**config.mk**
```make
export PLATFORM = sky130hd
export DESIGN_NAME = i2c_cfg_monitor
export DESIGN_NICKNAME = d
export VERILOG_FILES = /design/src/rtl/i2cm_pkg.sv /design/src/rtl/i2cm_sync.sv /design/src/rtl/i2cm_cond_det.sv /design/src/rtl/i2cm_cfg_reg.sv /design/src/rtl/i2cm_event.sv /design/src/rtl/i2c_cfg_monitor.sv
export SDC_FILE = /design/constraint.sdc
export NUM_CORES = 1
export LEC_CHECK = 0
export BUFFER_PORTS_ARGS = -buffer_cell sky130_fd_sc_hd__buf_2
export CORE_MARGIN = 4
export CORE_UTILIZATION = 42
export DETAILED_ROUTE_END_ITERATION = 8
export PLACE_DENSITY_LB_ADDON = 0.3
export SYNTH_ARGS = -nofsm -noshare
export SYNTH_HDL_FRONTEND = slang
export SYNTH_SLANG_ARGS = --single-unit
export TNS_END_PERCENT = 1
```
**constraint.sdc**
```tcl
create_clock -name clk -period 1.3 [get_ports clk]
set_input_delay 0.26 -clock clk [delete_from_list [all_inputs] [get_ports clk]]
set_output_delay 0.26 -clock clk [all_outputs]
set_load 0.02 [all_outputs]
```
**src/rtl/i2cm_pkg.sv**
```systemverilog
package i2cm_pkg;
  localparam int SLOT_COUNT = 9;
  localparam int SLOT_W     = $clog2(SLOT_COUNT);

  typedef enum logic [1:0] {
    RATE_STD  = 2'b00,
    RATE_FAST = 2'b01,
    RATE_SLOW = 2'b10,
    RATE_RSVD = 2'b11
  } rate_e;

  typedef struct packed {
    logic  rsvd;
    logic  pin_alt;
    logic  berr_ie;
    logic  stop_ie;
    rate_e rate;
    logic  mst_en;
    logic  slv_en;
  } cfg_t;

  typedef struct packed {
    logic start;
    logic stop;
    logic misplaced;
  } bus_evt_t;
endpackage

```
**src/rtl/i2cm_sync.sv**
```systemverilog
module i2cm_sync #(
  parameter int WIDTH  = 2,
  parameter int STAGES = 2
) (
  input  logic             clk,
  input  logic             rst_n,
  input  logic [WIDTH-1:0] d_in,
  output logic [WIDTH-1:0] q_out
);
  logic [WIDTH-1:0] stage_q [STAGES];

  for (genvar s = 0; s < STAGES; s++) begin : g_stage
    if (s == 0) begin : g_first
      always_ff @(posedge clk) begin
        if (!rst_n) stage_q[s] <= '1;
        else        stage_q[s] <= d_in;
      end
    end else begin : g_next
      always_ff @(posedge clk) begin
        if (!rst_n) stage_q[s] <= '1;
        else        stage_q[s] <= stage_q[s-1];
      end
    end
  end

  assign q_out = stage_q[STAGES-1];
endmodule

```
**src/rtl/i2cm_cond_det.sv**
```systemverilog
module i2cm_cond_det
  import i2cm_pkg::*;
(
  input  logic     clk,
  input  logic     rst_n,
  input  logic     scl_s,
  input  logic     sda_s,
  output bus_evt_t evt
);
  logic              scl_d, sda_d;
  logic              busy_q;
  logic [SLOT_W-1:0] slot_q;
  logic              start_c, stop_c, rise_c;

  // conditions need the clock high on both sides of the data edge
  assign start_c = scl_s & scl_d & sda_d & ~sda_s;
  assign stop_c  = scl_s & scl_d & ~sda_d & sda_s;
  assign rise_c  = scl_s & ~scl_d;

  always_ff @(posedge clk) begin
    if (!rst_n) begin
      scl_d  <= 1'b1;
      sda_d  <= 1'b1;
      busy_q <= 1'b0;
      slot_q <= '0;
    end else begin
      scl_d <= scl_s;
      sda_d <= sda_s;
      if (start_c)     busy_q <= 1'b1;
      else if (stop_c) busy_q <= 1'b0;
      if (start_c || stop_c)
        slot_q <= '0;
      else if (rise_c)
        slot_q <= (slot_q == SLOT_W'(SLOT_COUNT - 1)) ? '0 : slot_q + SLOT_W'(1);
    end
  end

  assign evt.start     = start_c;
  assign evt.stop      = stop_c;
  assign evt.misplaced = (start_c | stop_c) & busy_q & (slot_q >= SLOT_W'(2));
endmodule

```
**src/rtl/i2cm_cfg_reg.sv**
```systemverilog
module i2cm_cfg_reg
  import i2cm_pkg::*;
#(
  parameter int CLK_HZ  = 125_000_000,
  parameter int STD_HZ  = 100_000,
  parameter int FAST_HZ = 400_000,
  parameter int SLOW_HZ = 50_000,
  parameter int DIV_W   = 16
) (
  input  logic             clk,
  input  logic             rst_n,
  input  logic             wr_en,
  input  logic [7:0]       wr_data,
  output cfg_t             cfg,
  output logic [DIV_W-1:0] div
);
  localparam logic [DIV_W-1:0] DIV_STD  = DIV_W'(CLK_HZ / (2 * STD_HZ));
  localparam logic [DIV_W-1:0] DIV_FAST = DIV_W'(CLK_HZ / (2 * FAST_HZ));
  localparam logic [DIV_W-1:0] DIV_SLOW = DIV_W'(CLK_HZ / (2 * SLOW_HZ));

  cfg_t cfg_q, cfg_nxt;

  always_comb begin
    cfg_nxt      = cfg_t'(wr_data);
    cfg_nxt.rsvd = 1'b0;
    // pin pair is frozen once either engine is running
    if (cfg_q.mst_en || cfg_q.slv_en) cfg_nxt.pin_alt = cfg_q.pin_alt;
  end

  always_ff @(posedge clk) begin
    if (!rst_n)     cfg_q <= '0;
    else if (wr_en) cfg_q <= cfg_nxt;
  end

  always_comb begin
    unique case (cfg_q.rate)
      RATE_FAST: div = DIV_FAST;
      RATE_SLOW: div = DIV_SLOW;
      default:   div = DIV_STD;
    endcase
  end

  assign cfg = cfg_q;
endmodule

```
**src/rtl/i2cm_event.sv**
```systemverilog
module i2cm_event
  import i2cm_pkg::*;
(
  input  logic       clk,
  input  logic       rst_n,
  input  cfg_t       cfg,
  input  logic       mst_busy,
  input  bus_evt_t   evt,
  input  logic [1:0] clr,
  output logic       abort_p,
  output logic       resync_p,
  output logic [1:0] src
);
  localparam int SRC_STOP = 0;
  localparam int SRC_BERR = 1;

  logic       master_op, abort_c, quiet_q;
  logic [1:0] set_c, src_q;

  assign master_op = cfg.mst_en & mst_busy;
  assign abort_c   = evt.misplaced & master_op;

  assign set_c[SRC_BERR] = abort_c & cfg.berr_ie;
  assign set_c[SRC_STOP] = evt.stop & cfg.stop_ie & (cfg.mst_en | cfg.slv_en)
                         & ~abort_c & ~quiet_q;

  always_ff @(posedge clk) begin
    if (!rst_n) begin
      abort_p  <= 1'b0;
      resync_p <= 1'b0;
      quiet_q  <= 1'b0;
    end else begin
      abort_p  <= abort_c;
      resync_p <= evt.misplaced & cfg.slv_en;
      if (abort_c)        quiet_q <= 1'b1;
      else if (evt.start) quiet_q <= 1'b0;
    end
  end

  for (genvar i = 0; i < 2; i++) begin : g_flag
    always_ff @(posedge clk) begin
      if (!rst_n)        src_q[i] <= 1'b0;
      else if (set_c[i]) src_q[i] <= 1'b1;
      else if (clr[i])   src_q[i] <= 1'b0;
    end
  end

  assign src = src_q;
endmodule

```
**src/rtl/i2c_cfg_monitor.sv**
```systemverilog
module i2c_cfg_monitor
  import i2cm_pkg::*;
#(
  parameter int CLK_HZ = 125_000_000,
  parameter int DIV_W  = 16,
  parameter int SYNC_N = 2
) (
  input  logic             clk,
  input  logic             rst_n,
  input  logic             cfg_wr_en,
  input  logic [7:0]       cfg_wr_data,
  output logic [7:0]       cfg_rd_data,
  input  logic             scl_raw,
  input  logic             sda_raw,
  input  logic             mst_xfer_busy,
  output logic             mst_en,
  output logic             slv_en,
  output logic             pin_alt,
  output logic [DIV_W-1:0] rate_div,
  output logic             mst_abort,
  output logic             slv_resync,
  input  logic [1:0]       irq_clr,
  output logic [1:0]       irq_src,
  output logic             irq
);
  cfg_t       cfg;
  bus_evt_t   evt;
  logic [1:0] line_s;

  i2cm_cfg_reg #(.CLK_HZ(CLK_HZ), .DIV_W(DIV_W)) u_cfg (
    .clk(clk), .rst_n(rst_n), .wr_en(cfg_wr_en), .wr_data(cfg_wr_data),
    .cfg(cfg), .div(rate_div)
  );

  i2cm_sync #(.WIDTH(2), .STAGES(SYNC_N)) u_sync (
    .clk(clk), .rst_n(rst_n), .d_in({scl_raw, sda_raw}), .q_out(line_s)
  );

  i2cm_cond_det u_det (
    .clk(clk), .rst_n(rst_n), .scl_s(line_s[1]), .sda_s(line_s[0]), .evt(evt)
  );

  i2cm_event u_evt (
    .clk(clk), .rst_n(rst_n), .cfg(cfg), .mst_busy(mst_xfer_busy), .evt(evt),
    .clr(irq_clr), .abort_p(mst_abort), .resync_p(slv_resync), .src(irq_src)
  );

  assign cfg_rd_data = cfg;
  assign mst_en      = cfg.mst_en;
  assign slv_en      = cfg.slv_en;
  assign pin_alt     = cfg.pin_alt;
  assign irq         = |irq_src;
endmodule

```
; ---- After elaboration in Yosys (flattened, before gate mapping)
; Memories as Yosys holds them, arrays and structs flattened.
; Cells that the tools add are included.
; W data, S select, Z words.
[classes]
n_bitwise = 27
n_lt_le_gt_ge = 1
mux = 14
add_sub_neg = 1
n_reduce_logical = 9
eq_ne = 3
[ops]
columns = cell, n
row1 = $pmux W11 S2, 1
row2 = $and A1 B1 Y1, 16
row3 = $mux W1, 10
row4 = $reduce_bool A2 Y1, 4
row5 = $not A1 Y1, 7
row6 = $add A4 B1 Y4 const B, 1
row7 = $eq A4 B4 Y1 const B, 1
row8 = $ge A4 B2 Y1 const B, 1
row9 = $mux W2, 2
row10 = $mux W4, 1
row11 = $or A1 B1 Y1, 4
row12 = $reduce_or A2 Y1, 2
row13 = $eq A2 B1 Y1 const B, 1
row14 = $eq A2 B2 Y1 const B, 1
row15 = $logic_or A1 B1 Y1, 2
row16 = $reduce_and A2 Y1, 1
[totals]
ramBits = 4
register_bits = 19
memories = 1
word_cells = 71
inputBits = 16
[memory_table]
columns = memory, words, word_bits, rd, rd_ports_with_merged_regs, wr, line
row1 = u_sync.stage_q, 2, 2, 2, 0, 2, i2cm_sync.sv:10  ; logic [WIDTH-1:0] stage_q [STAGES];

; ---- Logic depth before layout (Yosys ltp)
; An unclocked memory read counts as a cell.
[logic_depth]
word_depth = 12
depth_mapped = 5
mapped_depth_nobuf = 5

; ---- By module
; From an unflattened synthesis, not the netlist that was laid out.
[hier_totals]
hier_cells = 115
area_unflattened_um2 = 1154.9
[modules_own_cells]
columns = module, area_each_um2, seq_area_each_um2, n_inst, cells_per_inst
row1 = i2cm_cfg_reg, 434.2, 140.1, 1, 45
row2 = i2cm_cond_det, 397.9, 140.1, 1, 41
row3 = i2cm_event, 188.9, 100.1, 1, 17
row4 = i2cm_sync, 105.1, 80.1, 1, 8
row5 = i2c_cfg_monitor, 28.8, 0.0, 1, 4

; ---- Least setup slack after synthesis
; OpenSTA, ideal clock, no wires.
[synth_timing]
path_kind = register to output
start = register u_cfg.cfg_q (netlist bit u_cfg.cfg[2])
end = output rate_div[9]
arrival_time_ns = 1.170
slack_ns = -0.130
path_stages_with_launch = 4
n_path_buf = 1
t_required_ns = 1.040
cell_sequence = dfxtp_1 inv_1 ha_1 buf_4
[synth_via]
elab_chain_cells = 2
elab_cells_between_ends = 3
cone_classes = eq/ne (2) / mux (1)
[synth_lines]
columns = item, line
row1 = start: declaration, i2cm_cfg_reg.sv:21  ; cfg_t cfg_q, cfg_nxt;
row2 = start signal: assignment, i2cm_cfg_reg.sv:32  ; else if (wr_en) cfg_q <= cfg_nxt;
row3 = $eq A2 B2 Y1 or $eq A2 B1 Y1 (tied branches), i2cm_cfg_reg.sv:36  ; unique case (cfg_q.rate)
row4 = $pmux W11 S2 *, i2cm_cfg_reg.sv:36
row5 = end: declaration, i2c_cfg_monitor.sv:19  ; output logic [DIV_W-1:0] rate_div,
; Every way passes the cells marked *; elsewhere a longest branch is shown, timed or not.

; ---- Worst setup path after layout
[layout_timing]
start = register u_cfg.cfg_q (netlist bit u_cfg.cfg[2])
end = output rate_div[7]
; Same word-level chain as after synthesis.

==> flow_summary.json <==
{
  "tritoncts": "done",
  "pwr_density_cell_mw_per_mm2": 928.8,
  "grt_pass1_vias": 862,
  "path_buf_inv": 3,
  "cts-buffers-inserted": 3,
  "drive_gt1_frac": 0.4625,
  "wl_per_cell_microns": 11.66,
  "antenna_found_initial": 0,
  "multi_input_area_sq_um": 565.5,
  "die_area_sq_mm": 0.003543,
  "start_kind": "register",
  "top_layer": "met4",
  "grt_pass1_wl_mm": 3.746,
  "async_flop_share": 0,
  "postRouteAntennaNets": 0,
  "vias_per_cell": 4.732,
  "met2WireLength_mm": 1.168,
  "postSynthCellCount": 120,
  "fp-row-count": 18,
  "cp_top_family": "flip-flops",
  "vdd.ir_drop.worst_v": 0.0006973,
  "ys.flop_type": "dfxtp_1",
  "p_switching_w": 0.0003745,
  "startpoint": "u_cfg.cfg[2]",
  "skew_ps": 0.5461,
  "required_ps": 1040,
  "critPathSlowestCell": "dfxtp_4",
  "hold_buffers": 0,
  "switching_share": 0.2795,
  "synth_area_leader_cell": "dfxtp_1",
  "yosys.cell_count.top_type": "dfxtp_1",
  "regToRegStartpoint": "u_det.slot_q[0]",
  "dieWidth_microns": 59.52,
  "p_clk_frac": 0.238,
  "synth_edf_count": 0,
  "grt_overflow": 0,
  "utilization": 0.5771,
  "setup_viol": 14,
  "ys_ff_latch": 23,
  "drt_iter0_drc": 10,
  "critPathMaxFanout": 3,
  "syn_area_per_cell_sq_um": 9.290,
  "num_antenna_cells": 0,
  "vias": 899,
  "synth_commonest_cells": "dfxtp_1 (23), buf_4 (14)",
  "fin_crit_ps": 1397,
  "violations": "setup timing",
  "firstDrtPassIters": 2,
  "critPathKind": "register to primary output",
  "status": "finished, violations left",
  "netlist.area_leader.share": 0.4130,
  "place_ws_ps": -71.11,
  "dp_hpwl_mm": 1.766,
  "drv_slew": 0,
  "maxCapViolations": 0,
  "start_util": 0.4459,
  "hp-start": "sda_raw",
  "dpl-instance-area_sq_mm": 0.001309,
  "grt.total_usage": 0.1379,
  "io-pin-count": 48,
  "crit_path_end_kind": "primary output",
  "worstPathArrival_ps": 1140,
  "drt-total-wl_mm": 2.215,
  "p_leak_nw": 0.6828,
  "grt_max_degree": 13,
  "clk_latency_ps": 300,
  "path_cells": "inv_4, ha_4, inv_2, buf_6",
  "hp-class": "input port to register",
  "period_share": 1.075,
  "slowest_delay_ps": 380,
  "finalHoldViolations": 0,
  "port_buffers": 39,
  "drcViolationCount": 0,
  "wl_met3_microns": 148,
  "intPower_w": 0.0009654,
  "design_area_sq_mm": 0.001443,
  "syn_area_sq_mm": 0.001115,
  "yosys_warnings": 0,
  "areaGrowthSynthToFinish_pct": 29.40,
  "cts.clk_slew.worst_paths_ps": 120,
  "yosys-top-cells-area": "dfxtp_1 (41%), buf_4 (9.4%), ha_1 (7.9%), mux2i_1 (6.3%), nand2b_1 (5.1%)",
  "clk_path_buf_depth": 2,
  "fmax_mhz": 715.8,
  "clock-root-buffer": "clkbuf_4",
  "fill_cells": 233,
  "clkSinkCount": 23,
  "rsz0062_at_grt": "yes",
  "fp.dieH_microns": 59.52,
  "core_sq_mm": 0.002500,
  "finalWeightedCongestion": 0.7067,
  "met1_length_microns": 879,
  "yosysUniqueCellTypes": 31,
  "ys_seq_area_frac": 0.4130,
  "pwr-share-seq": 0.559,
  "nNetsFinal": 184,
  "layout_setup_ws_ps": -97.06,
  "htree_levels": 1,
  "pwr-share-comb": 0.203,
  "register_area_sq_um": 475.5
}
-- final timing paths --
| path | slack [ps] | cells past startpoint | to |
|---|---|---|---|
| worst max-delay path | -100 | 4 | rate_div[7] |
| worst min-delay path | 130 | 2 | u_sync.stage_q[0][0] |
| worst max register to register | -70 | 5 | u_evt.src[1] |
| worst min register to register | 420 | 1 | u_sync.stage_q[1][0] |
-- state kept, by name, summed over array words and instances (netlist names), 2 cells and up --
register and cells:
u_cfg.cfg 7, u_det.slot_q 4, u_sync.stage_q 4, u_evt.src 2
-- layout make-up --
class	count	share of cell area
Multi-Input combinational cell	77	0.3920
Sequential cell	23	0.3296
Timing Repair Buffer	47	0.2090
Tap cell	30	0.02602
Inverter	9	0.02515
Clock buffer	4	0.01821
-- logic make-up after synthesis --
| logic type | after synthesis | share of synthesized area |
|---|---|---|
| adder cells (fa/ha/maj) | 7 | 0.07856 |
| XOR/XNOR | 1 | 0.007858 |
| AND/OR/NAND/NOR | 39 | 0.1998 |
| multiplexers | 7 | 0.06285 |
| AO/OA/AOI/OAI | 16 | 0.09877 |
| flip-flops | 23 | 0.4130 |
| buffers and inverters | 26 | 0.1358 |
| other | 1 | 0.003364 |
-- stage by stage --
stage,cells,total power (W),hold WS (ps),TNS [ps]
after floorplan,126,0.0009471,361.5,-61.52
after global placement,185,0.0009915,390.4,-139.0
after detailed placement,185,0.0009976,397.9,-214.0
after CTS,190,0.001357,117.4,-979.3
after global routing,190,0.001416,118.8,-1592
final,190,0.001340,127.8,-803.3
-- metal layers --
| metal | GRT usage | up-vias |
|---|---|---|
| met5 | 0 | - |
| met4 | 0.04747 | 0 |
| li1 | - | 455 |
| met1 | 0.1512 | 414 |
| met3 | 0.02179 | 2 |
| met2 | 0.2637 | 28 |
-- power groups by stage --
stage	combinational (W)	sequential, W	clock (W)
after floorplan	0.000168	0.000779	0
after global routing	0.000296	0.000755	0.000365
after global placement	0.000227	0.000765	0
after CTS	0.000273	0.000749	0.000335
after detailed placement	0.000231	0.000766	0
final	0.000272	0.000749	0.000319
-- repair_timing --
action	in CTS	in global routing
pin swaps	4	2
setup buffers	1	0
setup endpoints to repair	15	18
gates resized for setup	29	5
-- layout by cell type (no fill, tap or decap), types with 2 or more instances in the layout --
master	instances
nor2_1	9
clkbuf_4	3
o21ai_0	4
mux2i_1	7
nand2b_1	8
buf_6	7
inv_1	3
inv_2	5
dfxtp_2	6
dfxtp_1	15
nand4b_1	2
nand2_1	9
ha_4	3
dfxtp_4	2
o211ai_1	2
buf_2	31
ha_1	4
buf_4	9
a21oi_1	5
conb_1	7
Note: power is estimated with default switching activity, not from simulation.
